`src/rtl/burst_seq.sv`:
```
module burst_seq #(
  parameter int AW = 22,
  parameter int WW = 3
) (
  input  logic          clk,
  input  logic          rst_n,
  input  logic          ce_n,
  input  logic          avd_n,
  input  logic [AW-1:0] addr_in,
  input  logic [1:0]    mode_sel,
  input  logic [WW-1:0] wait_cfg,
  output logic [AW-1:0] word_addr,
  output logic          rdy
);
  localparam int CW = 6;
  localparam logic [5:0] BND = 6'h3E;

  typedef enum logic [2:0] {S_IDLE, S_LAT, S_DATA, S_STALL, S_DONE} st_t;

  st_t           st;
  logic [1:0]    mode_q;
  logic [CW-1:0] cnt;
  logic [CW-1:0] grp_n;
  logic [AW-1:0] wmask;
  logic [WW-1:0] weff;
  logic          strobe, at_bnd, cont;
  logic [AW-1:0] next_lin, next_wrap;

  assign strobe    = !ce_n && !avd_n;
  assign weff      = (wait_cfg < WW'(2)) ? WW'(2) : wait_cfg;
  assign cont      = (mode_q == 2'b00);
  assign at_bnd    = (word_addr[5:0] == BND) || (&word_addr);
  assign next_lin  = word_addr + AW'(1);
  assign wmask     = AW'(grp_n - CW'(1));
  assign next_wrap = (word_addr & ~wmask) | (next_lin & wmask);
  assign rdy       = (st == S_DATA);

  always_comb begin
    case (mode_q)
      2'b01:   grp_n = CW'(8);
      2'b10:   grp_n = CW'(16);
      2'b11:   grp_n = CW'(32);
      default: grp_n = CW'(1);
    endcase
  end

  always_ff @(posedge clk) begin
    if (!rst_n) begin
      st        <= S_IDLE;
      word_addr <= '0;
      cnt       <= '0;
      mode_q    <= 2'b00;
    end else if (ce_n) begin
      st <= S_IDLE;
    end else if (strobe) begin
      st        <= S_LAT;
      word_addr <= addr_in;
      mode_q    <= mode_sel;
      cnt       <= CW'(weff) - CW'(1);
    end else begin
      case (st)
        S_LAT:
          if (cnt == '0) st <= S_DATA;
          else           cnt <= cnt - CW'(1);
        S_DATA:
          if (cont) begin
            if (at_bnd) begin
              st  <= S_STALL;
              cnt <= CW'(1);
            end else begin
              word_addr <= next_lin;
            end
          end else if (cnt == grp_n - CW'(1)) begin
            st <= S_DONE;
          end else begin
            cnt       <= cnt + CW'(1);
            word_addr <= next_wrap;
          end
        S_STALL:
          if (cnt == '0) begin
            st        <= S_DATA;
            word_addr <= next_lin;
          end else begin
            cnt <= cnt - CW'(1);
          end
        default: ;
      endcase
    end
  end

  p_strobe_lat_r2: assert property (@(posedge clk) disable iff (!rst_n)
    strobe |=> !rdy);

  p_ce_idle_r8: assert property (@(posedge clk) disable iff (!rst_n)
    ce_n |=> !rdy);

  p_cont_step_r3: assert property (@(posedge clk) disable iff (!rst_n)
    (rdy && $past(rdy) && cont && !$past(strobe)) |-> (word_addr == $past(word_addr) + AW'(1)));

  p_wrap_group_r5: assert property (@(posedge clk) disable iff (!rst_n)
    (rdy && $past(rdy) && !cont && !$past(strobe)) |-> ((word_addr & ~wmask) == ($past(word_addr) & ~wmask)));

  p_stall_hold_r4: assert property (@(posedge clk) disable iff (!rst_n)
    (st == S_STALL && cnt == CW'(1) && !ce_n && avd_n) |=> (!rdy && $stable(word_addr)));

  p_wrap_count_r6: assert property (@(posedge clk) disable iff (!rst_n)
    (rdy && !cont) |-> (cnt < grp_n));
endmodule

```
`config.mk`:
```
export PLATFORM = sky130hd
export DESIGN_NAME = burst_seq
export DESIGN_NICKNAME = d
export VERILOG_FILES = /design/src/rtl/burst_seq.sv
export SDC_FILE = /design/constraint.sdc
export NUM_CORES = 1
export LEC_CHECK = 0
export CORE_MARGIN = 2
export CORE_UTILIZATION = 35
export DETAILED_ROUTE_END_ITERATION = 16
export GPL_TIMING_DRIVEN = 0
export REMOVE_ABC_BUFFERS = 1
export SYNTH_ARGS = -nofsm -noshare
export SYNTH_HDL_FRONTEND = slang
export SYNTH_SLANG_ARGS = --single-unit
```
`constraint.sdc`:
```
create_clock -name clk -period 3.1 [get_ports clk]
set_clock_uncertainty 0.2 [all_clocks]
set_input_delay 0.62 -clock clk [delete_from_list [all_inputs] [get_ports clk]]
set_output_delay 0.62 -clock clk [all_outputs]
set_load 0.05 [all_outputs]
```
Yosys cells after proc, flatten, opt, wreduce, memory -nomap -nowiden. Index checks and enable logic that the tools add are counted.

Register bits: 33. Bits of input ports: 31.

Equal/unequal tests: 18. Reduce and logical (&&, ||, !) cells: 18. $lt $le $gt $ge: 1. Bitwise operators: 6. Add/sub/neg operators: 6. Muxes and demuxes: 20.

Operators with widths (count): 22-bit 2-to-1 mux (5); 22-bit AND (2); 22-bit case mux with 2 select lines (1); 6-bit 2-to-1 mux (5); 22-bit by 1-bit adder with 22-bit output (second input constant) (1); 22-bit NOT (1); 22-bit bitwise OR (1); 22-bit AND reduction (1); 6-bit case mux with 3 select lines (1); 3-bit 2-to-1 mux (5); 4-bit inequality test (second input constant) (3); 6-bit case mux with 2 select lines (1); 6-bit by 1-bit subtractor with 6-bit output (second input constant) (2); 5-bit AND reduction (2); 3-bit inequality test (second input constant) (3); 4-bit AND reduction (2); 6-bit by 1-bit subtractor with 7-bit output (second input constant) (1); 6-bit by 1-bit adder with 6-bit output (second input constant) (1); 3-bit by 2-bit == test with 1-bit output (second input constant) (2); 6-bit == test (1); 6-bit == test (second input constant) (1); 6-bit logical NOT (1); 3-bit by 1-bit inequality test with 1-bit output (second input constant) (2); 3-bit case mux with 2 select lines (1); other kinds (18) (23).

Longest topological paths before layout. Gate-level depths: netlist (run 1).

Depth after elaboration: 10. Mapped depth: 13. Mapped depth without buffers: 10.

Least setup slack after synthesis (run 1). OpenSTA, ideal clock, no wires.

Kind: register -> register. Start point: register mode_q[1]. End point: register with a tool-made name. Clock period less this slack: 2.826 ns. Data arrival time: 2.511 ns. Path buffers: 3. Library setup time: 0.115 ns. Cell stages (with the launch flop): 14. Path slack: 0.274 ns. Path through: dfxtp_1 inv_1 ha_1 clkbuf_1 inv_1 ha_1 nand3b_1 or4_4 o21ai_4 a21o_1 buf_6 buf_8 a21oi_2 o21a_1.

RTL lines: start, declared (line 21) `logic [1:0] mode_q;`; start signal, assigned (line 58) `mode_q <= mode_sel;`.

Final worst setup path (run 1).
Start point: register st[0]. End point: output rdy.

Longest elaborated chain between the ends: 1.

RTL lines: start, declared (line 20) `st_t st;`; start signal, assigned (line 49) `st <= S_IDLE;`; start signal, assigned (line 54) `st <= S_IDLE;`; start signal, assigned (line 56) `st <= S_LAT;`; 3-bit by 2-bit == test with 1-bit output (line 36) `assign rdy = (st == S_DATA);`; end, declared (line 13) `output logic rdy`.

Every way passes these cells.

==> results of run 1 <==
-- path summary, 6_finish.rpt --
| kind | from | end | slack (ps) | cells after the start |
|---|---|---|---|---|
| worst max-delay path | st[0]$_SDFFE_PP0P_ | rdy | 190 | 3 |
| worst max register to register | mode_q[0]$_SDFFE_PN0P_ | cnt[1]$_SDFFE_PN0P_ | 230 | 9 |
| worst min-delay path | mode_q[1]$_SDFFE_PN0P_ | mode_q[1]$_SDFFE_PN0P_ | 310 | 2 |
| worst min register to register | mode_q[1]$_SDFFE_PN0P_ | mode_q[1]$_SDFFE_PN0P_ | 310 | 2 |
-- cell type report --
| cell class | count | area, um2 | share of cell area |
|---|---|---|---|
| clock buffers | 6 | 72.6 | 0.0222 |
| clock inverters | 2 | 10.0 | 0.00307 |
| inverters | 12 | 46.3 | 0.0142 |
| multi-input cells | 272 | 1790 | 0.549 |
| flip-flops and latches | 33 | 661 | 0.203 |
| well taps | 99 | 124 | 0.0380 |
| repair buffers | 55 | 558 | 0.171 |
-- critical path, cell delays in order, from the launching register on --
cell,delay [ps]
dfxtp_1,390
or3b_4,470
inv_1,130
clkdlybuf4s50_1,810
-- logic make-up (layout without fill, tap and decap cells) --
family | count (synthesis) | after routing | share of synthesized area
compound gates | 111 | 111 | 0.302
fa+ha+maj | 13 | 13 | 0.0639
mux | 6 | 6 | 0.0236
flops | 33 | 33 | 0.259
buf+inv | 30 | 75 | 0.0545
simple gates | 134 | 134 | 0.270
xor+xnor | 8 | 8 | 0.0275
-- Yosys cell counts, drive strengths merged (2+ instances only) --
| cell | n | share of area |
|---|---|---|
| o21a | 2 | 0.0059 |
| or3 | 3 | 0.0074 |
| ha | 13 | 0.064 |
| nor2 | 27 | 0.040 |
| xnor2 | 5 | 0.017 |
| a31oi | 9 | 0.022 |
| mux2i | 6 | 0.024 |
| o21ai | 25 | 0.054 |
| and4 | 2 | 0.0069 |
| nor3 | 12 | 0.029 |
| nand3 | 11 | 0.022 |
| buf | 7 | 0.021 |
| nand2b | 4 | 0.0098 |
| nand3b | 2 | 0.0059 |
| a211oi | 9 | 0.028 |
| nor4 | 3 | 0.016 |
| o31ai | 5 | 0.015 |
| a221oi | 3 | 0.015 |
| o22ai | 2 | 0.0049 |
| a21oi | 34 | 0.074 |
| o211ai | 3 | 0.0088 |
| a22o | 2 | 0.0069 |
| inv | 11 | 0.016 |
| and3 | 3 | 0.0074 |
| or4 | 2 | 0.0074 |
| xor2 | 3 | 0.010 |
| clkbuf | 11 | 0.016 |
| a311oi | 3 | 0.010 |
| a32o | 2 | 0.0079 |
| nand4 | 8 | 0.022 |
| o32ai | 2 | 0.0098 |
| nand2 | 48 | 0.071 |
| nor2b | 2 | 0.0049 |
| dfxtp | 33 | 0.26 |
| or2 | 3 | 0.0074 |
| o311ai | 2 | 0.0098 |
-- what timing repair did --
action                     in CTS  in global routing
setup endpoints to repair      22                 20
setup buffers                   0                  0
pin swaps                       0                  1
hold buffers                    0                  0
gates resized for setup         4                  4
-- report_power, final --
group,switching [mW],internal (mW)
combinational,0.166,0.119
sequential,0.0310,0.440
clock,0.172,0.156
total,0.368,0.715
-- metrics by stage --
step                setup WS [ps]  instance area (um2)  std cells
detailed placement           -500                 3140        471
floorplan                    -349                 2450        317
CTS                          26.2                 3240        479
global placement            -1960                 3110        469
finish                        188                 3260        479
global route                 36.7                 3260        479
-- routing by layer --
layer | up-vias | share of wire | GRT usage | wire length [um]
met5 | - | 0 | 0 | 0
met4 | 0 | 0.0040 | 0.0461 | 29
met1 | 1257 | 0.50 | 0.269 | 3640
met3 | 2 | 0.030 | 0.0277 | 222
li1 | 1328 | - | - | -
met2 | 49 | 0.47 | 0.281 | 3390
==> impl_metrics.toml, run 1 <==
[layout]
final_util = 0.457
nFillCells = 752
num-nets-final = 423
syn2layout_area_growth_pct = 28.0
final_common_cell = "clkdlybuf4s50_1"
layout-drive-gt1-share = 0.0974
final_cell_mix = "clkdlybuf4s50_1, nand2_1, dfxtp_1"
n_antenna_cell = 0

[timing]
hold_ws_ps = 306
rsz0062_at_grt = "no"
slew_headroom = 0.455
fin_crit_sh = 0.939
fin_crit_ps = 2910
hold_viol = 0
setup_tns_ps = 0
setup_viol = 0
fmax_ghz = 0.343
worstMarginPinSlew_ps = 817
slew_violations = 0

[worst_hold_path]
worstHoldPathType = "reg2reg"

[yosys]
synthCells = 335
ys.warnings.count = 0
yosysSeqAreaShare = 0.259
syn_avg_cell_area_um2 = 7.60
synth_edf_count = 0
ys_types = 66
ys_seq_elements = 33
mappedNetlistArea_um2 = 2550
synthFlopType = "dfxtp_1"
synth-async-reset-ratio = 0

[detailed_routing]
wl_um = 7290
drc_errors = 0
dr.pass1.iters = 4
drtIter0Drc = 155
routed-via-count = 2636
viasPerCell = 5.50
detail-route-antenna-nets = 0
wl_per_cell_um = 15.2

[global_route]
grt_max_degree = 35
overflow = 0
globalRouteTotalUtil = 0.183
grt_pass1_vias = 2426
antenna_found_initial = 0
grt_pass1_wl_um = 11600

[placement]
gp_congestion = 0.908
numPortBuffers = 53
hpwl_um = 5090

[run_status]
status = "finished clean"

[clocking]
cts_buffers = 5
clkSinkCount = 33
clock_path_buffers = 2
path_clk_slew_ps = 70
cts_max_level = 2
cts_tree = "yes"
clockRootBuffer = "clkbuf_8"
clk_latency_ps = 280

[critical_path]
critical_path_class = "reg2out"
critPathCaptureType = "output pin"
cp_max_fo = 8
startpoint_type = "flip-flop"
cp_data_required_time_ps = 2280
cp.arrival_ps = 2090

[floorplan]
die_y_um = 89.3
io_pins = 54
die_w_um = 89.3
die_area_um2 = 7980
core_area_um2 = 7140
start_util = 0.357
num_rows = 31

[run]
cap_violations = 0

[power_and_ir_drop]
worst_ir_drop_vdd_mv = 0.225
p_leak_nw = 1.11
p_total_mw = 1.08
power_density_nw_per_um2 = 332
(Power assumes the default switching activity.)
==> run 2: changes to the inputs <==
--- a/config.mk
+++ b/config.mk
@@ -6,9 +6,10 @@
 export NUM_CORES = 1
 export LEC_CHECK = 0
 export CORE_MARGIN = 2
-export CORE_UTILIZATION = 35
+export CORE_UTILIZATION = 50
 export DETAILED_ROUTE_END_ITERATION = 16
 export GPL_TIMING_DRIVEN = 0
+export PLACE_DENSITY = 0.79
 export REMOVE_ABC_BUFFERS = 1
 export SYNTH_ARGS = -nofsm -noshare
 export SYNTH_HDL_FRONTEND = slang
==> run 2 against run 1 <==
Flip-flop and latch count is the same. Worst hold slack lost 5.4 ps. Fmax shrank 1.1%. Critical path type is now in2reg. Largest cell class unchanged.
==> impl_metrics.toml, run 2 (synthesis results as in run 1) <==
[placement]
numPortBuffers = 53
gp_congestion = 0.897
dp_worst_setup_slack_ps = -487
hpwl_um = 4790

[run_status]
status = "finished clean"

[timing]
hold_viol = 0
setup_viol = 0
fmax_ghz = 0.340
timing.final.ws_setup_ps = 155
fin_crit_ps = 2950
slew_violations = 0
fin_crit_sh = 0.950
worstMarginPinSlew_ps = 1030
slew_headroom = 0.312
rsz0062_at_grt = "no"

[clocking]
path_clk_slew_ps = 70
clkSinkCount = 33
cts_tree = "yes"
clockRootBuffer = "clkbuf_8"
cts_buffers = 5
cts_max_level = 2
clk_latency_ps = 290
hold_buffers = 0
clock_path_buffers = 2

[power_and_ir_drop]
p_leak_nw = 1.11
p_total_mw = 1.19
worst_ir_drop_vdd_mv = 0.211
power_density_nw_per_um2 = 366

[floorplan]
die_w_um = 75.4
io_pins = 54
num_rows = 25
core_area_um2 = 4820
start_util = 0.529
die_area_um2 = 5680
die_y_um = 75.4

[critical_path]
r2r_cells = 10
critical_path_class = "in2reg"
path_depth = 7
cp_data_required_time_ps = 3080
critPathTopFamily = "compound AO/OA/AOI/OAI gates"
cp.arrival_ps = 2930
critPathSlowestCell = "clkdlybuf4s50_1"
critPathCaptureType = "flip-flop"
path_cells = "clkdlybuf4s50_1, nor2_4, or4_4, o21ai_4, a21oi_2, o21ai_0, a32o_1"
r2r_slack_ps = 200
startpoint_type = "input port"
path_buf_inv = 1
crit_path_max_incr_delay_ps = 600
cp_max_fo = 21

[layout]
final_common_cell = "clkdlybuf4s50_1"
nFillCells = 442
layout-drive-gt1-share = 0.0974
multi_input_area_um2 = 1800
syn2layout_area_growth_pct = 27.4
num-nets-final = 423
ff_latch_area_um2 = 661
final_util = 0.674
n_antenna_cell = 0
final_cell_mix = "clkdlybuf4s50_1, nand2_1, dfxtp_1"

[detailed_routing]
drtIter0Drc = 226
wl_um = 7220
detail-route-antenna-nets = 0
dr.pass1.iters = 5
drc_errors = 0
wl_per_cell_um = 16.2
viasPerCell = 6.04
routed-via-count = 2701

[global_route]
globalRouteTotalUtil = 0.255
grt_pass1_wl_um = 11100
antenna_found_initial = 0
grt_max_degree = 27
grt_pass1_vias = 2324
overflow = 0

[worst_hold_path]
worstHoldPathType = "reg2reg"
hold_path_depth = 2

[run]
cap_violations = 0
run 2: cell type report:
cell class / instances / share of cell area
Clock inverter: 1 / 0.00926
Tap cell: 67 / 0.0258
Inverter: 12 / 0.0150
Clock buffer: 7 / 0.0266
Timing Repair Buffer: 54 / 0.166
Sequential cell: 33 / 0.204
Multi-Input combinational cell: 273 / 0.554
run 2: layer usage:
layer  part of all wire  GRT usage
met5                  0          0
met2               0.47      0.436
met3              0.057     0.0397
met1               0.46      0.333
met4              0.012     0.0702
run 2: worst paths after layout:
check / start / to
worst max-delay path: avd_n / word_addr[2]$_SDFFE_PN0P_
worst min-delay path: flip-flop / flip-flop
worst max register to register: mode_q[0]$_SDFFE_PN0P_ / flip-flop
worst min register to register: flip-flop / flip-flop
run 2: through the flow:
step           cells  hold slack (ps)  cell area (um2)  TNS, ps
2_1_floorplan    317              269             2450    -5710
3_3_place_gp     437              273             3070   -47280
3_5_place_dp     438              281             3080    -9630
4_1_cts          447              291             3210        0
5_1_grt          447              334             3240        0
6_report         447              301             3240        0
run 2: tightest hold or removal path: stages, from the launching register on:
cell and delay, ps:
dfxtp_1 350, nand2_1 70, o21ai_1 50
run 2: repair_timing:
item	in CTS	in global routing
buffers inserted	0	0
cloned	1	0
endpoints found under the setup margin	25	23
pin swaps	1	0
resized for setup	3	5
endpoints found under the hold margin	0	0
run 2: where the power goes:
part / internal [mW] / switching [mW]
sequential: 0.440 / 0.0302
combinational: 0.117 / 0.167
clock: 0.262 / 0.170
total: 0.820 / 0.367
